### src/rtl/shr_pkg.sv
package shr_pkg;

   typedef enum logic [2:0] {
      OP_SLL_IMM = 3'b000,
      OP_SRL_IMM = 3'b001,
      OP_SRA_IMM = 3'b010,
      OP_ROL_IMM = 3'b011,
      OP_SLL_REG = 3'b100,
      OP_SRL_REG = 3'b101,
      OP_SRA_REG = 3'b110,
      OP_ROR_IMM = 3'b111
   } shr_op_e;

   function automatic logic op_is_left(input shr_op_e op);
      return (op == OP_SLL_IMM) || (op == OP_SLL_REG);
   endfunction

   function automatic logic op_is_arith(input shr_op_e op);
      return (op == OP_SRA_IMM) || (op == OP_SRA_REG);
   endfunction

   function automatic logic op_is_rot(input shr_op_e op);
      return (op == OP_ROL_IMM) || (op == OP_ROR_IMM);
   endfunction

   function automatic logic op_uses_reg(input shr_op_e op);
      return (op == OP_SLL_REG) || (op == OP_SRL_REG) || (op == OP_SRA_REG);
   endfunction

endpackage

### src/rtl/shr_amount_sel.sv
module shr_amount_sel
   import shr_pkg::*;
#(
   parameter int DATA_W = 32,
   localparam int AMT_W = $clog2(DATA_W)
) (
   input  shr_op_e           op_i,
   input  logic [AMT_W-1:0]  imm_amt_i,
   input  logic [DATA_W-1:0] reg_amt_i,
   output logic [AMT_W-1:0]  eff_amt_o,
   output logic [AMT_W-1:0]  right_amt_o,
   output logic              reverse_o,
   output logic              wrap_o,
   output logic              arith_o
);

   always_comb begin
      eff_amt_o = op_uses_reg(op_i) ? reg_amt_i[AMT_W-1:0] : imm_amt_i;
      // left rotate by n == right rotate by (W - n) mod W
      right_amt_o = (op_i == OP_ROL_IMM) ? AMT_W'(-eff_amt_o) : eff_amt_o;
      reverse_o   = op_is_left(op_i);
      wrap_o      = op_is_rot(op_i);
      arith_o     = op_is_arith(op_i);
   end

   always_comb begin
      if (op_i == OP_ROL_IMM && eff_amt_o == '0)
         assert_rol_zero_R1: assert (right_amt_o == '0)
            else $error("left rotate by zero must map to right rotate by zero");
      if (op_uses_reg(op_i))
         assert_no_wrap_on_var_R5: assert (!wrap_o)
            else $error("variable shift must not wrap");
   end

endmodule

### src/rtl/shr_stage.sv
module shr_stage #(
   parameter int DATA_W = 32,
   parameter int STEP   = 1
) (
   input  logic [DATA_W-1:0] d_i,
   input  logic              en_i,
   input  logic              wrap_i,
   input  logic              fill_i,
   output logic [DATA_W-1:0] q_o
);

   always_comb begin
      if (!en_i)
         q_o = d_i;
      else if (wrap_i)
         q_o = {d_i[STEP-1:0], d_i[DATA_W-1:STEP]};
      else
         q_o = {{STEP{fill_i}}, d_i[DATA_W-1:STEP]};
   end

endmodule

### src/rtl/shr_unit.sv
module shr_unit
   import shr_pkg::*;
#(
   parameter int DATA_W = 32,
   localparam int AMT_W = $clog2(DATA_W)
) (
   input  logic [DATA_W-1:0] opnd_i,
   input  logic [AMT_W-1:0]  imm_amt_i,
   input  logic [DATA_W-1:0] reg_amt_i,
   input  logic [2:0]        op_i,
   output logic [DATA_W-1:0] result_o
);

   generate
      if (DATA_W < 2 || (1 << AMT_W) != DATA_W) begin : g_bad_width
         $error("shr_unit: DATA_W must be a power of two and at least 2");
      end
   endgenerate

   shr_op_e          op;
   logic [AMT_W-1:0] eff_amt, right_amt;
   logic             reverse, wrap, arith, fill;
   logic [DATA_W-1:0] core_in, core_out;
   logic [DATA_W-1:0] stg [0:AMT_W];

   assign op = shr_op_e'(op_i);

   shr_amount_sel #(.DATA_W(DATA_W)) u_amt (
      .op_i        (op),
      .imm_amt_i   (imm_amt_i),
      .reg_amt_i   (reg_amt_i),
      .eff_amt_o   (eff_amt),
      .right_amt_o (right_amt),
      .reverse_o   (reverse),
      .wrap_o      (wrap),
      .arith_o     (arith)
   );

   assign fill = arith & opnd_i[DATA_W-1];

   always_comb begin
      for (int b = 0; b < DATA_W; b++)
         core_in[b] = reverse ? opnd_i[DATA_W-1-b] : opnd_i[b];
   end

   assign stg[0] = core_in;

   generate
      for (genvar k = 0; k < AMT_W; k++) begin : g_stage
         shr_stage #(.DATA_W(DATA_W), .STEP(1 << k)) u_stage (
            .d_i    (stg[k]),
            .en_i   (right_amt[k]),
            .wrap_i (wrap),
            .fill_i (fill),
            .q_o    (stg[k+1])
         );
      end
   endgenerate

   assign core_out = stg[AMT_W];

   always_comb begin
      for (int b = 0; b < DATA_W; b++)
         result_o[b] = reverse ? core_out[DATA_W-1-b] : core_out[b];
   end

   // Checks on the settled result
   logic [DATA_W-1:0] lo_mask, hi_mask;
   always_comb begin
      lo_mask = ~({DATA_W{1'b1}} << eff_amt);
      hi_mask = ~({DATA_W{1'b1}} >> eff_amt);
      if (eff_amt == '0)
         assert_zero_amt_R1: assert (result_o == opnd_i)
            else $error("zero amount altered operand");
      if (op == OP_SLL_IMM || op == OP_SLL_REG)
         assert_left_zero_fill_R2: assert ((result_o & lo_mask) == '0)
            else $error("left shift fill not zero");
      if (op == OP_SRL_IMM || op == OP_SRL_REG)
         assert_right_zero_fill_R3: assert ((result_o & hi_mask) == '0)
            else $error("logical right fill not zero");
      if (op == OP_SRA_IMM || op == OP_SRA_REG)
         assert_sign_fill_R4: assert ((result_o & hi_mask) == (opnd_i[DATA_W-1] ? hi_mask : '0))
            else $error("arithmetic fill not sign");
      if (op == OP_ROL_IMM || op == OP_ROR_IMM)
         assert_rot_keeps_ones_R6: assert ($countones(result_o) == $countones(opnd_i))
            else $error("rotate lost bits");
   end

endmodule

### config.mk
export PLATFORM = sky130hd
export DESIGN_NAME = shr_unit
export DESIGN_NICKNAME = d
export VERILOG_FILES = /design/src/rtl/shr_pkg.sv /design/src/rtl/shr_amount_sel.sv /design/src/rtl/shr_stage.sv /design/src/rtl/shr_unit.sv
export SDC_FILE = /design/constraint.sdc
export NUM_CORES = 1
export LEC_CHECK = 0
export BUFFER_PORTS_ARGS = -buffer_cell sky130_fd_sc_hd__buf_2
export CORE_MARGIN = 3
export CORE_UTILIZATION = 36
export DETAILED_ROUTE_END_ITERATION = 10
export PLACE_DENSITY = 0.65
export REMOVE_ABC_BUFFERS = 1
export SYNTH_ARGS = -nofsm -noshare
export SYNTH_HDL_FRONTEND = slang
export SYNTH_SLANG_ARGS = --single-unit
### constraint.sdc
create_clock -name vclk -period 3.94
set_input_delay 0.394 -clock vclk [all_inputs]
set_output_delay 0.394 -clock vclk [all_outputs]
set_load 0.1 [all_outputs]
* Word-level counts from Yosys, hierarchy flattened
Cells that the tools add are included.
** Storage, ports and cells
- Output and inout port bits :: 32
- Register bits after elaboration :: 0
- Word-level logic and storage cells :: 90
- Bits of input ports :: 72
** Cells by class
- Muxes and demuxes :: 76
- Eq/ne operators :: 6
- Bitwise logic cells :: 1
- Reductions and logical operators :: 6
- Add/sub/neg operators :: 1
** Operators with widths (number)
- 32-bit 2-to-1 mux :: 10
- 1-bit 2-to-1 mux :: 64
- 3-bit == test (second input constant) :: 4
- 5-bit 2-to-1 mux :: 2
- 3-bit by 2-bit == test with 1-bit output (second input constant) :: 2
- 1-bit logical OR :: 5
- 5-bit negator :: 1
- 3-bit zero test :: 1
- 1-bit AND :: 1

* Depth between registers and ports, before layout
Gate-level depths: netlist of the first run.
- Word-level depth :: 16
- Depth in mapped cells :: 18
- Mapped depth without buffers :: 14

* Modules after synthesis
Synthesis of the first run repeated with hierarchy kept, for this count alone.
** Second synthesis, totals
- Cells, all modules :: 356
- Area total of the unflattened synthesis :: 4129.0 um^2
** By module, submodules not included
- shr_unit :: area an instance 1083.5 um^2, instances 1, seq. area each 0.0 um^2, cells an instance 72
- shr_stage at g_stage[4].u_stage :: area an instance 643.1 um^2, instances 1, seq. area each 0.0 um^2, cells an instance 74
- shr_stage at g_stage[0].u_stage :: area an instance 544.3 um^2, instances 1, seq. area each 0.0 um^2, cells an instance 38
- shr_stage at g_stage[2].u_stage :: area an instance 540.5 um^2, instances 1, seq. area each 0.0 um^2, cells an instance 45
- shr_stage at g_stage[1].u_stage :: area an instance 535.5 um^2, instances 1, seq. area each 0.0 um^2, cells an instance 40
- shr_stage at g_stage[3].u_stage :: area an instance 520.5 um^2, instances 1, seq. area each 0.0 um^2, cells an instance 55
- shr_amount_sel :: area an instance 261.5 um^2, instances 1, seq. area each 0.0 um^2, cells an instance 32

* Worst setup path after synthesis of the first run
Ideal clock, no wire load.
- Kind :: in2out
- Start point :: input port op_i[2]
- End point :: output port result_o[10]
- Stages :: 18
- Path buffers :: 4
- Required time :: 3.546 ns
- Data arrival time :: 5.785 ns
- Setup slack :: -2.239 ns
- Cell sequence :: a21bo_2 mux2_2 inv_2 buf_1 ha_1 mux2i_1 nor2_4 nor2_4 buf_6 buf_8 buf_4 mux2i_1 nor3_1 nor4_2 and2_1 a2bb2oi_1 mux2i_1 o21ai_0
** Between the ends
- Word-level cells in the longest chain between the ends :: 16
- Elaborated cells between the ends (all ways) :: 59
- Those cells by class :: 1 x add/sub; 6 x eq/ne; 45 x mux; 1 x bitwise; 6 x reduce/logical
** RTL lines
- start, declared :: line shr_unit.sv:10 : input logic [2:0] op_i,
- 3-bit == test, on equally long branches :: line shr_pkg.sv:15, shr_pkg.sv:27
- 1-bit logical OR (2 in a row) :: line shr_pkg.sv:27 : return (op == OP_SLL_REG) || (op == OP_SRL_REG) || (op == OP_SRA_REG);
- 5-bit 2-to-1 mux :: line shr_amount_sel.sv:18 : eff_amt_o = op_uses_reg(op_i) ? reg_amt_i[AMT_W-1:0] : imm_amt_i;
- 5-bit negator :: line shr_amount_sel.sv:20 : right_amt_o = (op_i == OP_ROL_IMM) ? AMT_W'(-eff_amt_o) : eff_amt_o;
- 5-bit 2-to-1 mux :: line shr_amount_sel.sv:20
- 32-bit 2-to-1 mux :: line shr_stage.sv:13 : if (!en_i)
- 32-bit 2-to-1 mux :: line shr_stage.sv:15 : else if (wrap_i)
- 32-bit 2-to-1 mux :: line shr_stage.sv:13
- 32-bit 2-to-1 mux :: line shr_stage.sv:15
- 32-bit 2-to-1 mux :: line shr_stage.sv:13
- 32-bit 2-to-1 mux :: line shr_stage.sv:15
- 32-bit 2-to-1 mux :: line shr_stage.sv:13
- 32-bit 2-to-1 mux :: line shr_stage.sv:15
- 32-bit 2-to-1 mux :: line shr_stage.sv:13
- 1-bit 2-to-1 mux (*) :: line shr_unit.sv:64 : result_o[b] = reverse ? core_out[DATA_W-1-b] : core_out[b];
- end, declared :: line shr_unit.sv:11 : output logic [DATA_W-1:0] result_o
Mark *: on every way between the ends. The rest lies on a longest branch, timed or not.

* Worst setup path in the final report of the first run
- Start point :: input port op_i[1]
- End point :: output port result_o[23]
Same word-level chain as after synthesis.

==> results of run 1 <==
where the power goes:
| part | switching [mW] | leakage [nW] | total, mW | internal, mW |
|---|---|---|---|---|
| Clock | 0 | 0 | 0 | 0 |
| Sequential | 0 | 0 | 0 | 0 |
| Combinational | 1.62 | 2.98 | 2.81 | 1.19 |
area by class of cell:
type	instances	area [um^2]	area share (%)
inverters	2	10.01	0.1435
multi-input cells	493	4469	64.08
well taps	133	166.4	2.386
repair buffers	244	2328	33.39
placed cells by master, fill, tap and decap left out, drive strengths merged, types with 6 or more instances in the layout:
master / count
a211oi: 8
a21o: 6
a21oi: 40
a22oi: 6
a31oi: 6
and3: 6
buf: 243
mux2: 38
mux2i: 88
nand2: 89
nand2b: 7
nand3: 9
nor2: 44
nor3: 23
o21ai: 25
o2bb2ai: 6
layer usage:
metal  routed length, um  up-vias
li1                    -     2477
met1                7508     2697
met2                9087      367
met3                1817       56
met4                 508        0
met5                   0        -
worst min-delay path, cell delays in order:
cell and delay [ps]:
buf_2 70, nand2_1 40, nand3_1 110, o21ai_2 130
buf_12 190, nand2_1 80, a2bb2oi_2 70, buf_12 160
worst max path at each step:
stage                       start  slack [ps]            to  cells past startpoint
after floorplan           op_i[2]       -3150  result_o[10]                     14
after global placement    op_i[2]        -510  result_o[30]                     18
after detailed placement  op_i[2]        -600  result_o[17]                     17
after CTS                 op_i[0]        -310  result_o[17]                     19
after global routing      op_i[1]        -460  result_o[17]                     19
final                     op_i[1]        -340  result_o[23]                     19
kinds of logic after synthesis:
kind of cell | count (synthesis) | share of synthesized area, %
simple gates | 198 | 24.39
compound gates | 165 | 32.41
fa+ha+maj | 1 | 0.3425
xor+xnor | 3 | 0.7196
mux | 126 | 35.94
buf+inv | 47 | 6.200
cell usage after synthesis (6+ instances only):
| master | n |
|---|---|
| nor2_1 | 41 |
| mux2_2 | 38 |
| nand3_1 | 9 |
| nor3_1 | 23 |
| buf_1 | 8 |
| a211oi_1 | 8 |
| a31oi_1 | 6 |
| mux2i_1 | 87 |
| buf_2 | 7 |
| nand2_1 | 89 |
| o21ai_0 | 22 |
| nand2b_1 | 7 |
| and3_1 | 6 |
| a22oi_1 | 6 |
| o2bb2ai_1 | 6 |
| clkbuf_1 | 23 |
| a21o_1 | 6 |
| a21oi_1 | 39 |
timing repair:
action | in CTS | in global routing
resized for setup | 159 | 115
pin swaps | 35 | 39
setup endpoints to repair | 32 | 32
cloned | 2 | 0
hold buffers | 0 | 0
buffers inserted | 23 | 20
stage by stage:
step                      instance area (um^2)  setup WS (ps)  instances  TNS [ps]
after floorplan                           3433          -3147        495    -68180
after global placement                    5370         -511.9        834    -13200
after detailed placement                  5370         -598.3        834    -15450
after CTS                                 6351         -314.0        857     -6730
after global routing                      6974         -457.3        872    -11070
final                                     6974         -336.8        872     -8466
==> impl_metrics.yaml, run 1 <==
floorplan:
  dieArea_um2: 11390
  core_um2: 9819
  chipHeight_um: 106.7
  num_rows: 36
  start_util_pct: 37.19
  die_x_um: 106.7
  io_pins: 104
timing:
  rsz0062_at_grt: "true"
  fin_crit_ps: 4277
  setup_ws_ps: -336.8
  fin_crit_sh_pct: 108.5
  whs_ps: 1638
  max_slew.worst_pin.slew_ps: 649.5
  slew_headroom_pct: 56.54
  fmax_ghz: 0.2338
  setup_viol: 32
  drv_slew: 0
  hold_violations: 0
synth:
  syn_avg_cell_area_um2: 6.763
  synth_top_area_cell: "mux2i_1"
  yosys_warnings: 0
  ys_seq_area_share_pct: 0
  syn-cell-area_um2: 3652
  synth_cells: 540
  synth_top_area_share_pct: 23.84
  synthTopCellsByArea: "mux2i_1 (24%), mux2_2 (12%), nand2_1 (9.1%)"
  synth_cell_types: 63
min_path:
  holdPathStages: 8
  holdCritPathClass: "input pin to output port"
  hold_start: "reg_amt_i[4]"
  min_to: "result_o[9]"
routing:
  vias: 5597
  drt_pass1_iterations: 6
  post-route-drc-count: 0
  detail-route-antenna-nets: 0
  vias_per_cell: 6.419
  first_iter_violations: 704
  wl_per_cell_um: 21.70
  wl_mm: 18.92
power_and_ir_drop:
  irDropWorstVdd_mv: 0.3104
  power_density_nw_per_um2: 403.5
  finalPower_mw: 2.814
  p_leak_nw: 2.983
grt:
  grt_max_degree: 32
  grt_use_met1_pct: 40.76
  grt_util_met2_pct: 51.03
  met3_usage_pct: 4.275
  antenna_found_initial: 0
  overflow: 0
  top_usage_layer: "met2"
  grt_pass1_wl_mm: 28.19
  grt_pass1_vias: 5352
  track_usage_pct: 30.05
worst_setup_path:
  path_max_fanout: 11
  cpLargestDelayFamily: "multiplexers"
  slowest_delay_ps: 360
  cp-start-kind: "input pin"
  path_cells: "buf_6 > a21bo_4 > mux2_4 > inv_4 > ha_4 > mux2i_4 > nor2_4 > nor2_4 > buf_12 > buf_12 > buf_4 > mux2_2 > a21oi_4 > mux2i_2 > mux2_4 > mux2i_1 > o21ai_0 > a221o_1 > buf_12"
  cp.required_ps: 3550
  critical_path_arrival_ps: 3880
  end_kind: "output port"
  cp_slowest_cell: "a221o_1"
  crit_buf_inv: 6
  path_common_cell: "buf_12"
  critPathKind: "input pin to output port"
place:
  dpl.hpwl_mm: 13.10
  portBuffers: 77
  place_congestion: 1.006
status:
  status: "finished with violations"
  violations: "negative setup slack"
layout:
  drive_gt1_share_pct: 56.97
  nNetsFinal: 814
  syn2layout_area_growth_pct: 90.96
  fill_cells: 760
  nFlopsAndLatches: 0
  seq_area_um2: 0
  final.clkbuf_count: 0
  antenna_cells: 0
  fin_util_pct: 71.02
run:
  cap_violations: 0
Power figures use the tool's default switching activity.
==> inputs of run 2 (changes only) <==
--- a/config.mk
+++ b/config.mk
@@ -5,8 +5,9 @@
 export SDC_FILE = /design/constraint.sdc
 export NUM_CORES = 1
 export LEC_CHECK = 0
+export ABC_AREA = 1
 export BUFFER_PORTS_ARGS = -buffer_cell sky130_fd_sc_hd__buf_2
-export CORE_MARGIN = 3
+export CORE_MARGIN = 2
 export CORE_UTILIZATION = 36
 export DETAILED_ROUTE_END_ITERATION = 10
 export PLACE_DENSITY = 0.65
==> run 2 against run 1 <==
The flow now finishes without violations. Hold slack improved by 22 ps. Via count fell by 5.2%. Global-route usage fell by 6.2 points. Largest power group unchanged. Setup slack improved by 950 ps. Critical path depth did not move. Final area fell by 36%. Die area fell by 5.3%. Synthesized cell count rose by 57%. Routed wire length fell by 33%. Largest cell class unchanged.
==> impl_metrics.yaml, run 2 <==
grt:
  overflow: 0
  antenna_found_initial: 0
  grt_max_degree: 62
  track_usage_pct: 23.82
  grt_pass1_vias: 4872
  grt_pass1_wl_mm: 22.34
power_and_ir_drop:
  switching_share_pct: 69.09
  p_switching_mw: 1.239
  p_clk_share_pct: 0
  p_seq_share_pct: 0
  p_leak_nw: 2.721
  combPwrFrac_pct: 100.0
  power_density_nw_per_um2: 398.8
  irDropWorstVdd_mv: 0.3322
  intPower_mw: 0.5543
  finalPower_mw: 1.793
worst_setup_path:
  end_kind: "output port"
  path_common_cell: "nand2_1"
  cp_slowest_cell: "buf_4"
  critical_path_arrival_ps: 2930
  crit_buf_inv: 5
  critPathKind: "input pin to output port"
  cp.depth: 19
  cpLargestDelayFamily: "simple AND/OR/NAND/NOR gates"
  path_cells: "buf_2 > nand2_4 > nand2_4 > nand2_1 > nand2_1 > ha_1 > inv_1 > nand2_1 > nand3_1 > nand2_2 > inv_2 > buf_4 > nand3_1 > nand3_1 > nand3_1 > nand2_1 > nand2_1 > nand2_1 > buf_12"
  slowest_delay_ps: 330
  cp-endpoint: "result_o[11]"
  path_max_fanout: 22
  startpoint: "op_i[1]"
  cp.required_ps: 3550
  cp-start-kind: "input pin"
timing:
  rsz0062_at_grt: "false"
  max_slew.worst_pin.slew_ps: 749.6
  hold_violations: 0
  slew_headroom_pct: 49.90
  setup_viol: 0
  drv_slew: 0
  fmax_ghz: 0.3006
  fin_crit_sh_pct: 84.44
  fin_crit_ps: 3327
  setup_ws_ps: 613.1
synth:
  synth_top_area_share_pct: 52.07
  synth_top_area_cell: "nand2_1"
  yosysMostFrequentCell: "nand2_1"
  synth_cells: 846
  yosys_warnings: 0
  ys_seq_area_share_pct: 0
  synth_cell_types: 20
  yosys-top-cells-count: "nand2_1 (498), nand3_1 (213), inv_1 (44)"
  syn-cell-area_um2: 3590
  synthTopCellsByArea: "nand2_1 (52%), nand3_1 (30%), inv_1 (4.6%)"
  syn_avg_cell_area_um2: 4.243
status:
  status: "finished clean"
clock_network:
  cts_resized: 0
  cts_setup_buffers: 0
  ctsHoldBuffers: 0
routing:
  wl_per_cell_um: 12.40
  detail-route-antenna-nets: 0
  first_iter_violations: 538
  post-route-drc-count: 0
  vias_per_cell: 5.207
  vias: 5306
  drt_pass1_iterations: 6
  wl_mm: 12.64
place:
  dpl.hpwl_mm: 9.829
  post-place-cells: 1019
  place_congestion: 1.015
  place_area_um2: 4497
  portBuffers: 77
  place_ws_ps: 662.6
floorplan:
  num_rows: 36
  io_pins: 104
  start_util_pct: 36.90
  die_x_um: 103.9
  chipHeight_um: 103.9
  core_um2: 9729
  dieArea_um2: 10790
layout:
  layout_commonest_cell: "nand2_1"
  antenna_cells: 0
  final_cell_mix: "nand2_1 (498), nand3_1 (213), buf_2 (45), inv_1 (44), buf_12 (32)"
  seq_area_um2: 0
  fill_cells: 1142
  final_cell_area_um2: 4497
  final.clkbuf_count: 0
  syn2layout_area_growth_pct: 25.27
  stdcell_count: 1019
  nNetsFinal: 961
  nFlopsAndLatches: 0
  drive_gt1_share_pct: 11.74
run:
  cap_violations: 0
min_path:
  holdCritPathClass: "input pin to output port"
[run 2: layout make-up]
| cell class | instances | area (um^2) | share of cell area (%) |
|---|---|---|---|
| multi-input cells | 746 | 3176 | 70.62 |
| repair buffers | 91 | 970.9 | 21.59 |
| inverters | 49 | 183.9 | 4.090 |
| well taps | 133 | 166.4 | 3.701 |
[run 2: per-layer routing]
| metal | track usage [%] | vias up | wire [um] |
|---|---|---|---|
| met1 | 30.50 | 2297 | 5462 |
| met4 | 8.108 | 0 | 502 |
| met5 | 0 | - | 0 |
| li1 | - | 2765 | - |
| met2 | 41.92 | 210 | 5891 |
| met3 | 1.942 | 34 | 778 |
[run 2: worst min path at each step]
stage | startpoint | endpoint | slack (ps) | cells past startpoint
after floorplan | op_i[0] | result_o[10] | 1800 | 6
after global placement | op_i[0] | result_o[21] | 1650 | 6
after detailed placement | op_i[0] | result_o[21] | 1670 | 6
after CTS | op_i[0] | result_o[21] | 1670 | 6
after global routing | op_i[0] | result_o[21] | 1740 | 6
final | op_i[0] | result_o[21] | 1660 | 6
[run 2: power groups by stage]
stage / clock, mW / sequential [mW] / combinational (mW)
final: 0 / 0 / 1.79
after global routing: 0 / 0 / 1.93
after CTS: 0 / 0 / 1.79
after detailed placement: 0 / 0 / 1.78
after global placement: 0 / 0 / 1.77
after floorplan: 0 / 0 / 1.19
[run 2: kinds of logic after synthesis]
logic type | share of synthesized area [%]
compound gates | 3.172
xor+xnor | 0.4532
fa+ha+maj | 0.3485
buf+inv | 11.68
mux | 0.2789
simple gates | 84.07
[run 2: per-stage QoR]
step | utilization, % | TNS [ps] | hold slack (ps)
after floorplan | - | -7317 | 1803
after global placement | 46.22 | 0 | 1647
after detailed placement | 46.22 | 0 | 1666
after CTS | 46.22 | 0 | 1668
after global routing | 46.22 | 0 | 1743
final | 46.22 | 0 | 1659
